$ cat src/rtl/dual_fmt_ser_tx_pkg.sv
package dual_fmt_ser_tx_pkg;
    typedef enum logic [1:0] {
        ST_IDLE = 2'd0,
        ST_ARM  = 2'd1,
        ST_RUN  = 2'd2
    } txs_state_e;

    typedef enum logic {
        FMT_LJ  = 1'b0,
        FMT_I2S = 1'b1
    } txs_fmt_e;
endpackage

$ cat src/rtl/dual_fmt_ser_tx_edge.sv
module dual_fmt_ser_tx_edge (
    input  logic clk,
    input  logic rst_n,
    input  logic bclk,
    input  logic wsel,
    output logic bclk_fall,
    output logic ws_now
);
    logic bclk_q, bclk_qq, ws_q;

    always_ff @(posedge clk or negedge rst_n) begin
        if (!rst_n) begin
            bclk_q  <= 1'b1;
            bclk_qq <= 1'b1;
            ws_q    <= 1'b0;
        end else begin
            bclk_q  <= bclk;
            bclk_qq <= bclk_q;
            ws_q    <= wsel;
        end
    end

    assign bclk_fall = bclk_qq & ~bclk_q;
    assign ws_now    = ws_q;
endmodule

$ cat src/rtl/dual_fmt_ser_tx_ctrl.sv
module dual_fmt_ser_tx_ctrl
    import dual_fmt_ser_tx_pkg::*;
#(
    parameter int SLOTS  = 32,
    localparam int SLOT_W = $clog2(SLOTS)
) (
    input  logic              clk,
    input  logic              rst_n,
    input  logic              tick,
    input  logic              ws_now,
    input  txs_fmt_e          fmt,
    output logic [SLOT_W-1:0] slot_nxt,
    output logic              left_nxt,
    output logic              run_nxt,
    output logic              running,
    output logic              frame_edge,
    output logic              load_now
);
    localparam logic [SLOT_W-1:0] SLOT_LAST = SLOT_W'(SLOTS - 1);

    txs_state_e        state, state_nxt;
    logic [SLOT_W-1:0] slot;
    logic              ws_ref;

    // state register process
    always_ff @(posedge clk or negedge rst_n) begin
        if (!rst_n) begin
            state  <= ST_IDLE;
            slot   <= '0;
            ws_ref <= 1'b0;
        end else begin
            state <= state_nxt;
            slot  <= slot_nxt;
            if (tick) ws_ref <= ws_now;
        end
    end

    assign frame_edge = tick && (state != ST_IDLE) && (ws_now != ws_ref);

    always_comb begin
        state_nxt = state;
        slot_nxt  = slot;
        unique case (state)
            ST_IDLE: if (tick) state_nxt = ST_ARM;
            ST_ARM: begin
                if (frame_edge) begin
                    state_nxt = ST_RUN;
                    slot_nxt  = '0;
                end
            end
            ST_RUN: begin
                if (frame_edge)
                    slot_nxt = '0;
                else if (tick && slot != SLOT_LAST)
                    slot_nxt = slot + SLOT_W'(1);
            end
            default: state_nxt = ST_IDLE;
        endcase
    end

    // output process
    always_comb begin
        run_nxt  = (state_nxt == ST_RUN);
        running  = (state == ST_RUN);
        left_nxt = (fmt == FMT_I2S) ? ~ws_now : ws_now;
        load_now = frame_edge && left_nxt;
    end
endmodule

$ cat src/rtl/dual_fmt_ser_tx_hold.sv
module dual_fmt_ser_tx_hold #(
    parameter int SAMPLE_W = 18
) (
    input  logic                clk,
    input  logic                rst_n,
    input  logic                load,
    input  logic                in_valid,
    input  logic [SAMPLE_W-1:0] in_left,
    input  logic [SAMPLE_W-1:0] in_right,
    output logic                ready,
    output logic                underrun,
    output logic [SAMPLE_W-1:0] cur_left,
    output logic [SAMPLE_W-1:0] cur_right
);
    logic [SAMPLE_W-1:0] held_l, held_r;
    logic                take;

    assign take     = load & in_valid;
    assign ready    = load;
    assign underrun = load & ~in_valid;

    always_ff @(posedge clk or negedge rst_n) begin
        if (!rst_n) begin
            held_l <= '0;
            held_r <= '0;
        end else if (take) begin
            held_l <= in_left;
            held_r <= in_right;
        end
    end

    assign cur_left  = take ? in_left  : held_l;
    assign cur_right = take ? in_right : held_r;
endmodule

$ cat src/rtl/dual_fmt_ser_tx.sv
module dual_fmt_ser_tx
    import dual_fmt_ser_tx_pkg::*;
#(
    parameter int SAMPLE_W = 18,
    parameter int SLOTS    = 32
) (
    input  logic                clk,
    input  logic                rst_n,
    input  logic                bclk,
    input  logic                wsel,
    input  logic                fmt_i2s,
    input  logic                smp_valid,
    input  logic [SAMPLE_W-1:0] smp_left,
    input  logic [SAMPLE_W-1:0] smp_right,
    output logic                smp_ready,
    output logic                underrun,
    output logic                sdata
);
    localparam int SLOT_W = $clog2(SLOTS);
    localparam int POS_W  = SLOT_W + 1;
    localparam int IDX_W  = $clog2(SAMPLE_W);

    logic                bclk_fall, ws_now;
    logic [SLOT_W-1:0]   slot_nxt;
    logic                left_nxt, run_nxt, running, frame_edge, load_now;
    logic [SAMPLE_W-1:0] cur_l, cur_r, word;
    logic [POS_W-1:0]    pos;
    logic [IDX_W-1:0]    idx;
    logic                in_win, bit_nxt, sdata_q;

    dual_fmt_ser_tx_edge u_edge (
        .clk       (clk),
        .rst_n     (rst_n),
        .bclk      (bclk),
        .wsel      (wsel),
        .bclk_fall (bclk_fall),
        .ws_now    (ws_now)
    );

    dual_fmt_ser_tx_ctrl #(.SLOTS(SLOTS)) u_ctrl (
        .clk        (clk),
        .rst_n      (rst_n),
        .tick       (bclk_fall),
        .ws_now     (ws_now),
        .fmt        (txs_fmt_e'(fmt_i2s)),
        .slot_nxt   (slot_nxt),
        .left_nxt   (left_nxt),
        .run_nxt    (run_nxt),
        .running    (running),
        .frame_edge (frame_edge),
        .load_now   (load_now)
    );

    dual_fmt_ser_tx_hold #(.SAMPLE_W(SAMPLE_W)) u_hold (
        .clk       (clk),
        .rst_n     (rst_n),
        .load      (load_now),
        .in_valid  (smp_valid),
        .in_left   (smp_left),
        .in_right  (smp_right),
        .ready     (smp_ready),
        .underrun  (underrun),
        .cur_left  (cur_l),
        .cur_right (cur_r)
    );

    // slot position relative to the MSB; I2S delays it by one slot
    always_comb begin
        word    = left_nxt ? cur_l : cur_r;
        pos     = {1'b0, slot_nxt} - POS_W'(fmt_i2s);
        in_win  = (slot_nxt >= SLOT_W'(fmt_i2s)) && (pos < POS_W'(SAMPLE_W));
        idx     = in_win ? (IDX_W'(SAMPLE_W - 1) - IDX_W'(pos)) : '0;
        bit_nxt = in_win & word[idx];
    end

    always_ff @(posedge clk or negedge rst_n) begin
        if (!rst_n)
            sdata_q <= 1'b0;
        else if (bclk_fall)
            sdata_q <= run_nxt & bit_nxt;
    end

    assign sdata = sdata_q;
endmodule

$ cat config.mk
export PLATFORM = sky130hd
export DESIGN_NAME = dual_fmt_ser_tx
export DESIGN_NICKNAME = d
export VERILOG_FILES = /design/src/rtl/dual_fmt_ser_tx_pkg.sv /design/src/rtl/dual_fmt_ser_tx_edge.sv /design/src/rtl/dual_fmt_ser_tx_ctrl.sv /design/src/rtl/dual_fmt_ser_tx_hold.sv /design/src/rtl/dual_fmt_ser_tx.sv
export SDC_FILE = /design/constraint.sdc
export NUM_CORES = 1
export LEC_CHECK = 0
export BUFFER_PORTS_ARGS = -buffer_cell sky130_fd_sc_hd__buf_4
export CORE_MARGIN = 2
export CORE_UTILIZATION = 30
export DETAILED_ROUTE_END_ITERATION = 16
export MAX_ROUTING_LAYER = met4
export PLACE_DENSITY = 0.6
export SLEW_MARGIN = 0
export SYNTH_ARGS = -nofsm -noshare
export SYNTH_HDL_FRONTEND = slang
export SYNTH_HIERARCHICAL = 1
export SYNTH_SLANG_ARGS = --single-unit
$ cat constraint.sdc
create_clock -name clk -period 4.22 [get_ports clk]
set_clock_uncertainty 0.05 [all_clocks]
set_input_delay 0.633 -clock clk [delete_from_list [all_inputs] [get_ports clk]]
set_output_delay 0.633 -clock clk [all_outputs]
set_load 0.01 [all_outputs]
==> results of run 1 <==
sequential cells by signal, indices dropped and copies added, names as in the netlist:
signal and count:
u_hold/held_l 18, u_hold/held_r 18, u_ctrl/slot 5, u_ctrl/state 2, sdata 1, u_ctrl/ws_ref 1, u_edge/bclk_q 1, u_edge/bclk_qq 1
u_edge/ws_now 1
power groups by stage:
stage,logic (mW),clock network [mW],registers [mW]
floorplan,0.625,0,0.665
global placement,0.778,0,0.675
detailed placement,0.791,0,0.680
CTS,0.800,0.362,0.671
global route,0.913,0.381,0.686
finish,0.828,0.351,0.670
through the flow:
stage,std cells,utilization,hold slack [ns],setup TNS (ns)
final,380,0.372,0.285,0
after floorplan,219,-,0.287,0
after global placement,369,0.352,0.326,0
after global routing,380,0.372,0.328,-0.0339
after CTS,377,0.365,0.310,0
after detailed placement,369,0.352,0.326,0
cell type report:
| class | instances | area (um^2) |
|---|---|---|
| Fill cell | 890 | 5770 |
| Multi-Input combinational cell | 153 | 1540 |
| Sequential cell | 48 | 1200 |
| Timing Repair Buffer | 51 | 384 |
| Tap cell | 111 | 139 |
| Clock buffer | 6 | 82.6 |
| Clock inverter | 2 | 38.8 |
| Inverter | 9 | 33.8 |
cell families (layout without fill, tap and decap cells):
kind of cell	count (synthesis)	in the layout
multiplexers	47	47
XOR/XNOR	8	8
adder cells (fa/ha/maj)	9	9
AO/OA/AOI/OAI	33	33
flip-flops	48	48
AND/OR/NAND/NOR	56	56
buffers and inverters	18	68
what timing repair did:
action / in CTS / in global routing
buffers inserted: 0 / 2
gates resized for setup: 0 / 10
endpoints found under the setup margin: 0 / 1
placed cells by master (no fill, tap or decap), types with 2 or more instances in the layout:
cell	count
sky130_fd_sc_hd__and3_1	4
sky130_fd_sc_hd__a211o_1	2
sky130_fd_sc_hd__and2b_2	2
sky130_fd_sc_hd__clkbuf_8	6
sky130_fd_sc_hd__nor3_1	4
sky130_fd_sc_hd__ha_2	2
sky130_fd_sc_hd__mux4_1	3
sky130_fd_sc_hd__a211oi_1	2
sky130_fd_sc_hd__nor3b_1	4
sky130_fd_sc_hd__xnor2_1	3
sky130_fd_sc_hd__nand2_1	11
sky130_fd_sc_hd__a21oi_1	6
sky130_fd_sc_hd__a31oi_1	2
sky130_fd_sc_hd__nor2_1	5
sky130_fd_sc_hd__mux2_2	9
sky130_fd_sc_hd__nor2b_1	5
sky130_fd_sc_hd__dfrtp_1	46
sky130_fd_sc_hd__o21ai_0	4
sky130_fd_sc_hd__nor3_2	2
sky130_fd_sc_hd__buf_4	49
sky130_fd_sc_hd__a22o_1	2
sky130_fd_sc_hd__o21ai_1	3
sky130_fd_sc_hd__mux2_4	31
sky130_fd_sc_hd__xor2_1	3
sky130_fd_sc_hd__dfstp_2	2
sky130_fd_sc_hd__nand2b_1	2
sky130_fd_sc_hd__nand3b_1	2
sky130_fd_sc_hd__inv_1	9
sky130_fd_sc_hd__mux4_2	2
sky130_fd_sc_hd__ha_1	7
worst min path at each step:
| stage | from | end | slack, ns | cells past startpoint |
|---|---|---|---|---|
| after CTS | rst_n | u_hold/held_l[0] | 0.31 | 1 |
| final | rst_n | u_hold/held_l[0] | 0.28 | 1 |
| after global routing | rst_n | u_hold/held_l[0] | 0.33 | 1 |
| after detailed placement | u_edge/bclk_q | u_edge/bclk_qq | 0.33 | 0 |
| after floorplan | rst_n | sdata | 0.29 | 0 |
| after global placement | u_edge/bclk_q | u_edge/bclk_qq | 0.33 | 0 |
metal layers:
layer	track usage	part of all wire	vias to the layer above	wire length [um]
met3	0.0152	0.018	6	100
met1	0.158	0.47	902	2650
met5	-	0	-	0
met2	0.180	0.50	21	2780
met4	0.0416	0.015	0	85
li1	-	-	895	-
worst reg2reg max path, cell delays in order (launching register included):
cell,delay [ns]
sky130_fd_sc_hd__dfrtp_1,0.42
sky130_fd_sc_hd__ha_1,0.22
sky130_fd_sc_hd__and3_1,0.19
sky130_fd_sc_hd__ha_1,0.17
sky130_fd_sc_hd__and2b_2,0.26
sky130_fd_sc_hd__nand2_2,0.08
sky130_fd_sc_hd__nor2_4,0.13
sky130_fd_sc_hd__mux2_4,0.16
sky130_fd_sc_hd__inv_1,0.04
sky130_fd_sc_hd__ha_2,0.17
sky130_fd_sc_hd__ha_2,0.32
sky130_fd_sc_hd__or3b_4,0.38
sky130_fd_sc_hd__a2bb2oi_2,0.15
sky130_fd_sc_hd__nor3_2,0.23
sky130_fd_sc_hd__buf_6,0.16
sky130_fd_sc_hd__mux2_2,0.34
sky130_fd_sc_hd__a211oi_2,0.22
sky130_fd_sc_hd__a211oi_1,0.07
sky130_fd_sc_hd__a41o_1,0.23
==> impl_metrics.py, run 1 <==
metrics = {
    "yosys": {
        "synth_top_family_by_area": "multiplexers",
        "synth_top_area_cell": "sky130_fd_sc_hd__dfrtp_1",
        "share_of_synthesized_area_occupied_by_flip_flops_and_latches": 0.424,
        "syn_nets": 270,
        "synth_warnings": 6,
        "post_synth_inst_count": 219,
        "synth.top_cell.area_share": 0.405,
        "synth_mux_area_frac": 0.251,
        "synth_compound_area_frac": 0.0877,
        "postSynth.asyncResetShare": 1.00,
        "synth.area.top_cells": "sky130_fd_sc_hd__dfrtp_1 (41%), sky130_fd_sc_hd__mux2_4 (16%), sky130_fd_sc_hd__ha_1 (4.0%), sky130_fd_sc_hd__mux2_2 (3.6%), sky130_fd_sc_hd__mux4_1 (2.8%)",
        "synth_cell_type_count": 60,
        "number_of_flops_mapped_to_enable_cells_by_yosys": 0,
        "syn-cell-area_um2": 2840,
        "ys_top_cells_by_count": "sky130_fd_sc_hd__dfrtp_1 (46), sky130_fd_sc_hd__mux2_4 (31), sky130_fd_sc_hd__nand2_1 (12)",
        "synth-seq-cells": 48,
        "yosysMostFrequentCell": "sky130_fd_sc_hd__dfrtp_1",
        "synthAdderAreaFrac": 0.0397,
        "synth-simple-area-share": 0.123,
        "synth-xor-area-share": 0.0273,
        "synth_top_flop_cell": "sky130_fd_sc_hd__dfrtp_1",
        "synth.avg_cell_area_um2": 13.0,
    },
    "sta": {
        "final-hold-violation-count": 0,
        "layout_min_cycle_time_ns": 4.08,
        "max_freq_ghz": 0.245,
        "max-slew-margin-rel": 0.567,
        "report.final.setup_viol": 0,
        "post-route-worst-setup-slack_ns": 0.139,
        "timing.final.max_slew_violations": 0,
        "min_period_over_period": 0.967,
        "worst_pin_slew_ns": 0.650,
    },
    "floorplan": {
        "chipWidth_um": 101,
        "die_y_um": 101,
        "core_region_area_um2": 9200,
        "floorplan.initialDensity": 0.309,
        "io-pin-count": 45,
        "row_count": 35,
        "die-area_um2": 10300,
    },
    "setup_path": {
        "critical_path.slowest_cell": "sky130_fd_sc_hd__dfrtp_1",
        "cp.depth": 18,
        "critPathLaunch": "u_ctrl/slot[0]",
        "worstPathCellList": "ha_1 > and3_1 > ha_1 > and2b_2 > nand2_2 > nor2_4 > mux2_4 > inv_1 > ha_2 > ha_2 > or3b_4 > a2bb2oi_2 > nor3_2 > buf_6 > mux2_2 > a211oi_2 > a211oi_1 > a41o_1",
        "path_buf_inv": 2,
        "worst-endpoint-required_ns": 4.37,
        "r2r_start": "u_ctrl/slot[0]",
        "critical-path-top-delay-family": "simple AND/OR/NAND/NOR gates",
        "cp-endpoint": "sdata",
        "worst_r2r_endpoint": "sdata",
        "reg2reg_setup_slack_ns": 0.14,
        "endpoint_kind": "flop",
        "worst_ep_arrival_time_ns": 4.23,
        "crit_path_category": "reg -> reg",
        "start_kind": "flop",
        "crit_path_max_fanout": 6,
        "worstRegToRegCells": 18,
        "timing.critical_path.slowest_cell_delay_ns": 0.42,
    },
    "drt": {
        "finalWirelength_um": 5610,
        "detail_route.iter0.violations": 90,
        "antenna_violating_nets_post_route": 0,
        "wl_per_cell_um": 14.8,
        "drt-pass1-iter-count": 4,
        "route.detailed.vias_per_inst": 4.80,
        "drc": 0,
        "route.vias.total": 1824,
    },
    "cts": {
        "cts_max_path_buffers": 2,
        "path_clk_slew_ns": 0.09,
        "htreeDepth": 2,
        "clock_latency_ns": 0.30,
        "cts_tree": "yes",
        "postCtsHoldBufs": 0,
        "tritoncts.num_buffers": 5,
        "cts.sink_count": 48,
        "ctsRootBufferMaster": "sky130_fd_sc_hd__clkbuf_8",
    },
    "layout": {
        "n_antenna_cell": 0,
        "syn2layout_area_growth_pct": 20.5,
        "design_area_um2": 3420,
        "nNetsFinal": 319,
        "drive_above_1_share": 0.461,
    },
    "global_routing": {
        "number_of_antenna_violations_at_the_first_check_in_global_routing": 0,
        "grt_max_degree": 49,
        "grt-ovfl-total": 0,
        "via_count_of_the_first_global_routing_pass": 1805,
        "first_pass_grt_wire_length_um": 9150,
        "grtUsageTotal": 0.117,
    },
    "job": {
        "cap_viol_max_count": 0,
    },
    "pwr": {
        "power.share.sequential": 0.363,
        "totalPowerFinal_mw": 1.85,
        "leakage_nw": 1.69,
        "total_switching_power_mw": 0.578,
        "p_int_mw": 1.27,
        "power.density_nw_per_um2": 540,
        "clock_network_fraction_of_total_power": 0.190,
        "vdd_drop_max_v": 0.000193,
        "power.share.combinational": 0.448,
        "swShare": 0.313,
    },
    "run_status": {
        "outcome": "complete, no violations",
    },
    "placement": {
        "portBuffers": 44,
        "placement.cell_area_um2": 3240,
        "gp_congestion": 0.724,
        "hpwlAfterDp_um": 3990,
        "pre_cts_slack_ns": 0.116,
    },
    "worst_hold_path": {
        "worst_hold_path_type": "in -> async",
    },
}
Note: power is estimated with default switching activity, not from simulation.
==> run 2, diff against run 1 <==
CORE_ASPECT_RATIO = 0.7   (was not set)
==> run 2 against run 1 <==
Sequential share of layout area down 0.68 points; final area up 2.0%; cell count up 4.2%; die area up 0.12%; highest routed layer unchanged; global-route usage down 0.061 points.
==> impl_metrics.py, run 2 (synthesis gave the netlist of run 1 again) <==
metrics = {
    "sta": {
        "rsz0062_at_grt": "false",
        "holdWs_ns": 0.316,
        "timing.final.max_slew_violations": 0,
        "tns_ns": 0,
        "worst_pin_slew_ns": 0.661,
        "max-slew-margin-rel": 0.559,
        "final-hold-violation-count": 0,
        "report.final.setup_viol": 0,
        "min_period_over_period": 0.955,
        "post-route-worst-setup-slack_ns": 0.190,
        "max_freq_ghz": 0.248,
        "layout_min_cycle_time_ns": 4.03,
    },
    "layout": {
        "n_antenna_cell": 0,
        "design_area_um2": 3490,
        "nNetsFinal": 322,
        "layout_top_registers": "u_hold/held_l: 18 flops, u_hold/held_r: 18 flops, u_ctrl/slot: 5 flops",
        "final_core_util": 0.382,
        "layout_common_cells": "sky130_fd_sc_hd__buf_4 (54), sky130_fd_sc_hd__dfrtp_1 (46), sky130_fd_sc_hd__mux2_4 (31)",
        "seq_area_um2": 1200,
        "syn2layout_area_growth_pct": 22.9,
        "most_frequent_standard_cell_in_the_layout_excluding_fill_and_tap_cells": "sky130_fd_sc_hd__buf_4",
        "stdcell_count": 396,
        "multiInputGateArea_um2": 1530,
        "layout.filler_cells": 905,
        "drive_above_1_share": 0.460,
    },
    "setup_path": {
        "start_kind": "flop",
        "critical-path-top-delay-family": "simple AND/OR/NAND/NOR gates",
        "crit_path_category": "reg -> reg",
        "timing.critical_path.slowest_cell_delay_ns": 0.41,
        "worst_ep_arrival_time_ns": 4.16,
        "reg2reg_setup_slack_ns": 0.19,
        "path_buf_inv": 2,
        "worstRegToRegCells": 18,
        "crit_path_max_fanout": 8,
        "worst-endpoint-required_ns": 4.34,
        "worstPathCellList": "ha_1 > and3_1 > ha_1 > and2b_2 > nand2_1 > nor2_2 > mux2_4 > inv_1 > ha_2 > ha_4 > or3b_4 > a2bb2oi_2 > nor3_2 > buf_4 > mux2_2 > a211oi_2 > a211oi_1 > a41o_1",
        "critical_path.most_common_cell": "sky130_fd_sc_hd__ha_1",
        "worst_r2r_endpoint": "sdata",
        "r2r_start": "u_ctrl/slot[0]",
        "critical_path.slowest_cell": "sky130_fd_sc_hd__dfrtp_1",
        "endpoint_kind": "flop",
    },
    "placement": {
        "portBuffers": 44,
        "pre_cts_slack_ns": 0.0315,
        "gp_congestion": 0.779,
        "placement.cell_area_um2": 3270,
        "hpwlAfterDp_um": 4100,
        "dpl.cell_count": 385,
    },
    "drt": {
        "wl_per_cell_um": 14.2,
        "drt-pass1-iter-count": 4,
        "route.detailed.vias_per_inst": 4.58,
        "drc": 0,
        "antenna_violating_nets_post_route": 0,
        "route.vias.total": 1812,
        "finalWirelength_um": 5640,
        "detail_route.iter0.violations": 50,
    },
    "global_routing": {
        "grtUsageTotal": 0.116,
        "grt-ovfl-total": 0,
        "via_count_of_the_first_global_routing_pass": 1794,
        "first_pass_grt_wire_length_um": 9220,
        "number_of_antenna_violations_at_the_first_check_in_global_routing": 0,
        "grt_max_degree": 49,
    },
    "floorplan": {
        "floorplan.initialDensity": 0.310,
        "core_region_area_um2": 9140,
        "die_y_um": 85.4,
        "io-pin-count": 45,
        "die-area_um2": 10300,
        "chipWidth_um": 120,
        "row_count": 29,
    },
    "job": {
        "cap_viol_max_count": 0,
    },
    "cts": {
        "cts.sink_count": 48,
        "postCtsHoldBufs": 0,
        "cts_max_path_buffers": 2,
        "ctsRootBufferMaster": "sky130_fd_sc_hd__clkbuf_16",
        "cts_tree": "yes",
        "htreeDepth": 2,
        "clock_latency_ns": 0.28,
        "path_clk_slew_ns": 0.06,
        "tritoncts.num_buffers": 5,
    },
    "pwr": {
        "clock_network_fraction_of_total_power": 0.228,
        "power.share.sequential": 0.346,
        "p_int_mw": 1.36,
        "totalPowerFinal_mw": 1.94,
        "vdd_drop_max_v": 0.000214,
        "leakage_nw": 1.72,
        "total_switching_power_mw": 0.580,
        "power.share.combinational": 0.426,
        "power.density_nw_per_um2": 556,
        "swShare": 0.299,
    },
    "run_status": {
        "outcome": "complete, no violations",
    },
    "worst_hold_path": {
        "worst_hold_path_type": "in -> async",
    },
}
## run 2: cell type report
class,instances,area share
Timing Repair Buffer,54,0.116
Clock buffer,6,0.0369
Clock inverter,2,0.0100
Inverter,9,0.00968
Tap cell,124,0.0445
Sequential cell,48,0.345
Multi-Input combinational cell,153,0.438
## run 2: metal layers
metal / up-vias / GRT usage / routed length (um)
met5: - / - / 0
met4: 0 / 0.0285 / 44
met3: 5 / 0.0282 / 217
met2: 31 / 0.158 / 2280
met1: 881 / 0.172 / 3100
li1: 895 / - / -
## run 2: how the worst max path moves through the flow
stage                        to  cells past startpoint      startpoint  slack [ns]
final                     sdata                     18  u_ctrl/slot[0]        0.19
after global routing      sdata                     18  u_ctrl/slot[0]       0.005
after CTS                 sdata                     18  u_ctrl/slot[0]        0.02
after detailed placement  sdata                     18  u_ctrl/slot[0]        0.03
after global placement    sdata                     18  u_ctrl/slot[0]        0.13
after floorplan           sdata                     18  u_ctrl/slot[0]        0.26
## run 2: power by group through the flow
stage | Clock [mW] | Combinational [mW] | Sequential (mW)
2_1_floorplan | 0 | 0.625 | 0.665
3_3_place_gp | 0 | 0.789 | 0.674
3_5_place_dp | 0 | 0.790 | 0.680
4_1_cts | 0.453 | 0.800 | 0.672
5_1_grt | 0.479 | 0.912 | 0.686
6_report | 0.443 | 0.827 | 0.671
## run 2: repair_timing
action                                  CTS  global route
gates resized for setup                   0             7
setup buffers                             0             3
endpoints found under the setup margin    0             1
